[config.mk]
export PLATFORM = sky130hd
export DESIGN_NAME = scl_period_gen
export DESIGN_NICKNAME = d
export VERILOG_FILES = /design/src/rtl/scl_gen_pkg.sv /design/src/rtl/scl_gen_dp.sv /design/src/rtl/scl_gen_ctrl.sv /design/src/rtl/scl_period_gen.sv
export SDC_FILE = /design/constraint.sdc
export NUM_CORES = 1
export LEC_CHECK = 0
export BUFFER_PORTS_ARGS = -buffer_cell sky130_fd_sc_hd__buf_2
export CAP_MARGIN = 20
export CORE_MARGIN = 3
export CORE_UTILIZATION = 62
export CTS_BUF_LIST = sky130_fd_sc_hd__clkbuf_8
export CTS_CLUSTER_SIZE = 30
export DETAILED_ROUTE_END_ITERATION = 8
export PLACE_DENSITY_LB_ADDON = 0.2
export SETUP_SLACK_MARGIN = 0.3
export SYNTH_ARGS = -nofsm -noshare
export SYNTH_HDL_FRONTEND = slang
export SYNTH_HIERARCHICAL = 1
export SYNTH_SLANG_ARGS = --single-unit
[constraint.sdc]
create_clock -name clk -period 13.6 [get_ports clk]
set_clock_uncertainty 0.1 [all_clocks]
set_input_delay 2.04 -clock clk [delete_from_list [all_inputs] [get_ports clk]]
set_output_delay 2.04 -clock clk [all_outputs]
set_load 0.03 [all_outputs]
[src/rtl/scl_gen_pkg.sv]
package scl_gen_pkg;

  typedef enum logic [2:0] {
    PH_IDLE      = 3'd0,
    PH_LOW       = 3'd1,
    PH_HOLD      = 3'd2,
    PH_WAIT_HIGH = 3'd3,
    PH_HIGH      = 3'd4
  } phase_e;

  // control -> datapath
  typedef struct packed {
    logic restart;    // clear prescaler and tick counter
    logic countHigh;  // select the high-phase limit
  } dpCtl_t;

  // datapath -> control
  typedef struct packed {
    logic phaseDone;  // last tick of the current phase
    logic midTick;    // tick at the midpoint of the phase
    logic sclHigh;    // synchronized line level
  } dpStat_t;

endpackage

[src/rtl/scl_gen_dp.sv]
module scl_gen_dp
  import scl_gen_pkg::*;
#(
  parameter int LSB_W       = 8,
  parameter int EXT_EN      = 1,
  parameter int SYNC_STAGES = 2
) (
  input  logic             clk,
  input  logic             rstN,
  input  dpCtl_t           ctl,
  input  logic             divByTwo,
  input  logic [LSB_W-1:0] lowCount,
  input  logic [LSB_W-1:0] highCount,
  input  logic [1:0]       countMsbs,
  input  logic             sclIn,
  output dpStat_t          stat
);

  localparam int   CNT_W   = LSB_W + 1;
  localparam logic EXT_BIT = (EXT_EN != 0);

  logic [CNT_W-1:0] lowRaw, highRaw, lowLim, highLim, lim, midPt, cnt;
  logic             pre, tick;
  logic [SYNC_STAGES-1:0] syncQ;

  // ninth bits are masked off in the narrow variant
  assign lowRaw  = {countMsbs[1] & EXT_BIT, lowCount};
  assign highRaw = {countMsbs[0] & EXT_BIT, highCount};

  // a zero count behaves as one tick
  assign lowLim  = (lowRaw  == '0) ? CNT_W'(1) : lowRaw;
  assign highLim = (highRaw == '0) ? CNT_W'(1) : highRaw;

  assign lim   = ctl.countHigh ? highLim : lowLim;
  assign midPt = (lim - 1'b1) >> 1;
  assign tick  = ~divByTwo | pre;

  always_ff @(posedge clk) begin
    if (!rstN || ctl.restart) begin
      pre <= 1'b0;
      cnt <= '0;
    end else begin
      pre <= divByTwo & ~pre;
      if (tick) cnt <= cnt + 1'b1;
    end
  end

  // line synchronizer, idle level high
  genvar gi;
  generate
    for (gi = 0; gi < SYNC_STAGES; gi++) begin : gSync
      if (gi == 0) begin : gFirst
        always_ff @(posedge clk) begin
          if (!rstN) syncQ[0] <= 1'b1;
          else       syncQ[0] <= sclIn;
        end
      end else begin : gNext
        always_ff @(posedge clk) begin
          if (!rstN) syncQ[gi] <= 1'b1;
          else       syncQ[gi] <= syncQ[gi-1];
        end
      end
    end
  endgenerate

  assign stat.phaseDone = tick && (cnt == lim - 1'b1);
  assign stat.midTick   = tick && (cnt == midPt);
  assign stat.sclHigh   = syncQ[SYNC_STAGES-1];

  // with two clocks per tick, a tick is never followed by another
  a_r2_tick_spacing: assert property (@(posedge clk) disable iff (!rstN)
    (divByTwo && tick && !ctl.restart) |=> (!tick || !divByTwo));

  // the counter stays below the active limit while counting
  a_r1_cnt_bound: assert property (@(posedge clk) disable iff (!rstN)
    (!ctl.restart && $stable(lim)) |-> (cnt < lim));

endmodule

[src/rtl/scl_gen_ctrl.sv]
module scl_gen_ctrl
  import scl_gen_pkg::*;
(
  input  logic    clk,
  input  logic    rstN,
  input  logic    runReq,
  input  dpStat_t stat,
  output dpCtl_t  ctl,
  output logic    sclDriveLow,
  output logic    sdaChangeStb,
  output logic    sdaSampleStb
);

  phase_e state, stateNxt;
  logic   seenLow, highFirst, goHigh;

  assign goHigh = (state == PH_WAIT_HIGH) && seenLow && stat.sclHigh;

  always_comb begin
    stateNxt = state;
    unique case (state)
      PH_IDLE:      if (runReq) stateNxt = PH_LOW;
      PH_LOW:       if (stat.phaseDone) stateNxt = runReq ? PH_WAIT_HIGH : PH_HOLD;
      PH_HOLD:      if (runReq) stateNxt = PH_WAIT_HIGH;
      PH_WAIT_HIGH: if (goHigh) stateNxt = PH_HIGH;
      PH_HIGH:      if (stat.phaseDone) stateNxt = runReq ? PH_LOW : PH_IDLE;
      default:      stateNxt = PH_IDLE;
    endcase
  end

  always_ff @(posedge clk) begin
    if (!rstN) begin
      state     <= PH_IDLE;
      seenLow   <= 1'b0;
      highFirst <= 1'b0;
    end else begin
      state     <= stateNxt;
      highFirst <= goHigh;
      if (state == PH_IDLE || state == PH_HIGH) seenLow <= 1'b0;
      else if (!stat.sclHigh)                   seenLow <= 1'b1;
    end
  end

  assign ctl.restart   = !(state == PH_LOW || state == PH_HIGH) || stat.phaseDone;
  assign ctl.countHigh = (state == PH_HIGH);

  assign sclDriveLow  = (state == PH_LOW) || (state == PH_HOLD);
  assign sdaChangeStb = (state == PH_LOW) && stat.midTick;
  assign sdaSampleStb = highFirst;

  // the line stays pulled low until the low count expires
  a_r3_low_held: assert property (@(posedge clk) disable iff (!rstN)
    (state == PH_LOW && !stat.phaseDone) |=> sclDriveLow);

  // no high phase while the sensed line is low
  a_r4_wait_line: assert property (@(posedge clk) disable iff (!rstN)
    (state == PH_WAIT_HIGH && !stat.sclHigh) |=> (state != PH_HIGH));

  // sampling only happens with the line released
  a_r9_sample_released: assert property (@(posedge clk) disable iff (!rstN)
    sdaSampleStb |-> !sclDriveLow);

  // change and sample strobes never coincide
  a_r8_no_overlap: assert property (@(posedge clk) disable iff (!rstN)
    !(sdaChangeStb && sdaSampleStb));

  // a hold keeps the line low while the request is absent
  a_r10_hold: assert property (@(posedge clk) disable iff (!rstN)
    (state == PH_HOLD && !runReq) |=> sclDriveLow);

endmodule

[src/rtl/scl_period_gen.sv]
module scl_period_gen
  import scl_gen_pkg::*;
#(
  parameter int LSB_W       = 8,
  parameter int EXT_EN      = 1,
  parameter int SYNC_STAGES = 2
) (
  input  logic             clk,
  input  logic             rstN,
  input  logic             runReq,
  input  logic             divByTwo,
  input  logic [LSB_W-1:0] lowCount,
  input  logic [LSB_W-1:0] highCount,
  input  logic [1:0]       countMsbs,
  input  logic             sclIn,
  output logic             sclDriveLow,
  output logic             sdaChangeStb,
  output logic             sdaSampleStb
);

  dpCtl_t  ctl;
  dpStat_t stat;

  scl_gen_ctrl uCtrl (
    .clk          (clk),
    .rstN         (rstN),
    .runReq       (runReq),
    .stat         (stat),
    .ctl          (ctl),
    .sclDriveLow  (sclDriveLow),
    .sdaChangeStb (sdaChangeStb),
    .sdaSampleStb (sdaSampleStb)
  );

  scl_gen_dp #(
    .LSB_W       (LSB_W),
    .EXT_EN      (EXT_EN),
    .SYNC_STAGES (SYNC_STAGES)
  ) uDp (
    .clk       (clk),
    .rstN      (rstN),
    .ctl       (ctl),
    .divByTwo  (divByTwo),
    .lowCount  (lowCount),
    .highCount (highCount),
    .countMsbs (countMsbs),
    .sclIn     (sclIn),
    .stat      (stat)
  );

  // released and quiet in the first cycle after reset
  a_r11_reset_quiet: assert property (@(posedge clk)
    $rose(rstN) |-> (!sclDriveLow && !sdaChangeStb && !sdaSampleStb));

endmodule

==> Word-level counts from Yosys, hierarchy flattened <==
Index checks and enable logic that the tools add are counted.
{ "word_totals": {"output_inout_bits": 3, "input_bits": 23, "wordCells": 53, "ff_bits": 17} }
{ "classes": {"n_eq_ne": 11, "add_sub_neg": 2, "bitwise_logic": 5, "muxes": 11, "n_reduce_logical": 17} }
{ "op_table": {"columns": ["operator", "count"], "rows": [
  ["9-bit two-way mux", 3],
  ["9-bit logical NOT", 2],
  ["3-bit two-way mux", 5],
  ["3-bit one-hot mux with 5 select lines", 1],
  ["9-bit by 1-bit adder with 9-bit output, second input constant", 1],
  ["9-bit by 8-bit equality test with 1-bit output", 1],
  ["9-bit equality test", 1],
  ["9-bit by 1-bit subtractor with 9-bit output, second input constant", 1],
  ["3-bit by 2-bit equality test with 1-bit output, second input constant", 2],
  ["2-bit != test, second input constant", 3],
  ["1-bit logical AND", 5],
  ["1-bit logical OR", 5],
  ["5-bit AND reduction", 1],
  ["2-bit by 1-bit != test with 1-bit output, second input constant", 2],
  ["3-bit by 1-bit equality test with 1-bit output, second input constant", 1],
  ["3-bit equality test, second input constant", 1],
  ["3-bit logical NOT", 1],
  ["1-bit NOT", 3],
  ["1-bit logical NOT", 2],
  ["1-bit two-way mux", 2],
  ["2-bit OR reduction", 1],
  ["1-bit bitwise AND", 1],
  ["1-bit bitwise OR", 1]
]} }

==> Longest topological paths before layout <==
{ "logic_depth": {"depth_word": 8, "depth_mapped": 18, "ltp_nobuf": 15} }

==> Modules after synthesis <==
Netlist, hierarchy kept.
{ "by_module_without_submodules": {"columns": ["mod", "cells_per_inst", "seq_area_each_um2", "n_inst", "area_each_um2"], "rows": [
  ["scl_gen_dp", 128, 240.2, 1, 1107.3],
  ["scl_gen_ctrl", 35, 100.1, 1, 307.8]
]} }

==> Least setup slack after synthesis <==
OpenSTA, ideal clock, no wires.
{ "synth_timing": {"path_type": "input-to-output", "start": "in highCount[3]", "end": "out sdaChangeStb", "required_time_ns": 11.460, "path_slack_ns": 6.903, "path_stages": 11, "t_arrival_ns": 4.557, "path_buffers": 0, "cell_sequence": "nor4_1 a311oi_1 or2_2 ha_1 or4b_4 and2_4 nor4_4 xor2_1 xnor2_1 nor4_1 and3b_1"} }
{ "synth_lines": {"columns": ["element", "line", "source"], "rows": [
  ["start, declared", "scl_period_gen.sv:13", "input logic [LSB_W-1:0] highCount,"],
  ["end, declared", "scl_period_gen.sv:17", "output logic sdaChangeStb,"]
]} }

==> results.py <==
metrics = {
    "timing": {
        "rsz0062_at_grt": "false",
        "maxSlewHeadroom": 0.632,
        "finalSetupViolCount": 0,
        "fmaxAchievable_mhz": 137,
        "tightest_slew_ns": 0.552,
        "layout_min_cycle_time_ns": 7.31,
        "drv_slew": 0,
        "hold_ws_ns": 0.325,
        "hold_viol_final": 0,
        "setup_slack_ns": 6.29,
        "setup_tns_ns": 0,
        "fin_crit_sh": 0.537,
    },
    "routing": {
        "wl_met3_um": 102,
        "dr.pass1.iters": 4,
        "drc_errors": 0,
        "top_layer_used": "met4",
        "wl_um": 3060,
        "num_vias": 1275,
        "initialDrtViolationCount": 21,
        "wl_per_cell_um": 14.3,
        "ant_nets": 0,
        "met2RoutedLength_um": 1600,
        "vias_per_cell": 5.96,
        "met1_length_um": 1320,
    },
    "logic_synthesis": {
        "synth.largest_area_cell": "dfxtp_1",
        "netlist_area_um2": 1420,
        "yosysWarnings": 6,
        "synth_edf_count": 0,
        "ys_seq_area_frac": 0.240,
        "synth_async_sr_flop_share": 0,
        "syn_area_per_cell_um2": 8.68,
        "synth-seq-cells": 17,
        "netlist_instances": 163,
        "synthFlopType": "dfxtp_1",
        "synth_cell_types": 55,
        "synth_top_area_frac": 0.240,
        "synth_area_leaders": "dfxtp_1, xnor2_1, mux2i_1",
        "synth_fp_nets": 188,
    },
    "cts": {
        "root_buffer": "clkbuf_8",
        "cts_made_buffers": 3,
        "clock_path_buffers": 2,
        "clock_latency_ns": 0.25,
        "postCtsHoldBufs": 0,
        "cts_tree": "done",
        "htreeDepth": 1,
        "cts_resized": 0,
        "cts_setup_buffers": 0,
        "clk_pin_slew_ns": 0.07,
        "cts_sinks": 17,
    },
    "placed_design": {
        "place_hpwl_um": 2480,
        "pre_cts_ws_ns": 6.40,
        "placedCellCount": 210,
        "gp_congestion": 0.872,
        "port_buffers": 25,
    },
    "finish": {
        "area_growth_pct": 12.1,
        "layout.cells.non_filler": 214,
        "drive_above_1_share": 0.225,
        "num_antenna_cells": 0,
        "nFillCells": 158,
        "finalNetCount": 213,
    },
    "global_route": {
        "antenna_found_initial": 0,
        "grt_overflow": 0,
        "grt_start_max_net_pins": 18,
        "grt_pass1_vias": 1218,
        "track_usage": 0.231,
        "grt_pass1_wl_um": 4980,
    },
    "floorplan": {
        "start_util": 0.686,
        "io_pins": 26,
        "die_width_um": 53.8,
        "rows": 16,
        "core_um2": 2060,
        "dieArea_um2": 2890,
        "die_h_um": 53.8,
    },
    "worst_setup_path": {
        "reg2reg_depth": 16,
        "end_kind": "output port",
        "crit_start": "highCount[3]",
        "path_max_fanout": 4,
        "worstSetupStartpointType": "primary input",
        "crit_arrival_ns": 5.17,
        "crit_required_ns": 11.46,
        "r2r_start": "uCtrl/state[0]$_SDFFE_PN0P_",
        "regToRegEndpoint": "uDp/cnt[6]$_SDFFE_PP0N_",
        "rrSetupSlack_ns": 8.87,
        "critPathCapture": "sdaChangeStb",
        "path_class": "in2out",
    },
    "power_and_ir_drop": {
        "leakage_nw": 0.596,
        "p_sw_w": 0.0000545,
        "p_seq_frac": 0.422,
        "swShare": 0.361,
        "power_frac_clock": 0.240,
        "vdd_drop_max_v": 0.000126,
        "intPower_w": 0.0000965,
        "p_per_area_nw_per_um2": 95.2,
        "combPwrFrac": 0.338,
    },
    "status": {
        "status": "finished clean",
    },
    "hold_path": {
        "min_path_type": "reg2reg",
    },
    "run": {
        "maxCapViolations": 0,
    },
}
[cell usage after synthesis (all sizes together) (2+ instances only)]
master	n
nor4	6
xor2	5
and3	3
or3	3
nand2	9
xnor3	2
a211oi	4
nand2b	4
dfxtp	17
nor2b	2
nor3	7
inv	8
ha	2
mux2i	7
mux2	2
nand4	4
buf	5
xnor2	17
and2	3
nand3	2
o21ai	7
a21oi	7
nor2	12
[metrics by stage]
step                      power (W)  cell area, µm²  utilization
final                      0.000151            1590        0.769
after detailed placement   0.000115            1540        0.747
after global routing       0.000160            1590        0.769
after global placement     0.000113            1540        0.747
after CTS                  0.000152            1590        0.769
after floorplan            0.000106            1420            -
[flip-flops by register name (all words and copies together), names as in the netlist]
signal / count
uCtrl/state: 3
uCtrl/sdaSampleStb: 1
uDp/syncQ: 1
uDp/pre: 1
uCtrl/seenLow: 1
uDp/stat: 1
uDp/cnt: 9
[how the worst min path moves through the flow]
stage,from,end,slack (ns),depth (start not counted)
final,uDp/syncQ[0]$_SDFF_PN1_,uDp/stat[0]$_SDFF_PN1_,0.33,1
after global routing,uDp/syncQ[0]$_SDFF_PN1_,uDp/stat[0]$_SDFF_PN1_,0.37,1
after floorplan,uDp/syncQ[0]$_SDFF_PN1_,uDp/stat[0]$_SDFF_PN1_,0.29,1
after CTS,uDp/syncQ[0]$_SDFF_PN1_,uDp/stat[0]$_SDFF_PN1_,0.33,1
after detailed placement,uDp/syncQ[0]$_SDFF_PN1_,uDp/stat[0]$_SDFF_PN1_,0.30,1
after global placement,uDp/syncQ[0]$_SDFF_PN1_,uDp/stat[0]$_SDFF_PN1_,0.30,1
[power by group through the flow]
stage          clock network, W  registers, W  logic (W)
2_1_floorplan                 0     0.0000576  0.0000485
3_5_place_dp                  0     0.0000646  0.0000508
6_report              0.0000362     0.0000637  0.0000511
5_1_grt               0.0000401     0.0000649  0.0000552
3_3_place_gp                  0     0.0000641  0.0000487
4_1_cts               0.0000373     0.0000636  0.0000509
[cell usage in the layout (no fill, tap or decap), drive strengths merged, types with 4 or more instances in the layout]
master / count
a21oi: 7
nor4: 6
nand4: 4
nand2: 9
xor2: 5
o21ai: 7
nand2b: 4
inv: 8
a211oi: 4
mux2i: 7
dfxtp: 17
buf: 26
nor2: 12
nor3: 7
xnor2: 17
[area by class of cell]
type                       count  area, µm²  share of cell area
clock buffer                   3       41.3              0.0260
clock inverter                 1       5.00             0.00315
inverter                       8       30.0              0.0189
multi-input combinational    132       1000               0.632
sequential                    17        340               0.215
tap                           27       33.8              0.0213
timing repair buffer          26        133              0.0836
[worst max-delay path, stage by stage]
cell,delay (ns)
buf_2,0.11
nor4_1,0.06
a311oi_1,0.40
or2_2,0.21
ha_1,0.20
or4b_4,0.48
and2_4,0.17
nor4_4,0.32
xor2_1,0.28
xnor2_1,0.13
nor4_1,0.35
and3b_1,0.22
buf_2,0.19
[per-layer routing]
| layer | vias to the layer above | GRT usage |
|---|---|---|
| met2 | 29 | 0.431 |
| met3 | 4 | 0.0499 |
| met5 | - | 0 |
| met4 | 0 | 0.0638 |
| li1 | 653 | - |
| met1 | 589 | 0.260 |
[logic make-up (layout without fill, tap and decap cells)]
| family | after synthesis | count (layout) | share of synthesized area |
|---|---|---|---|
| adder cells (fa/ha/maj) | 2 | 2 | 0.0177 |
| AO/OA/AOI/OAI | 33 | 33 | 0.172 |
| multiplexers | 9 | 9 | 0.0654 |
| AND/OR/NAND/NOR | 63 | 63 | 0.265 |
| XOR/XNOR | 25 | 25 | 0.185 |
| flip-flops | 17 | 17 | 0.240 |
| buffers and inverters | 14 | 38 | 0.0539 |
Note: power is estimated with default switching activity, not from simulation.
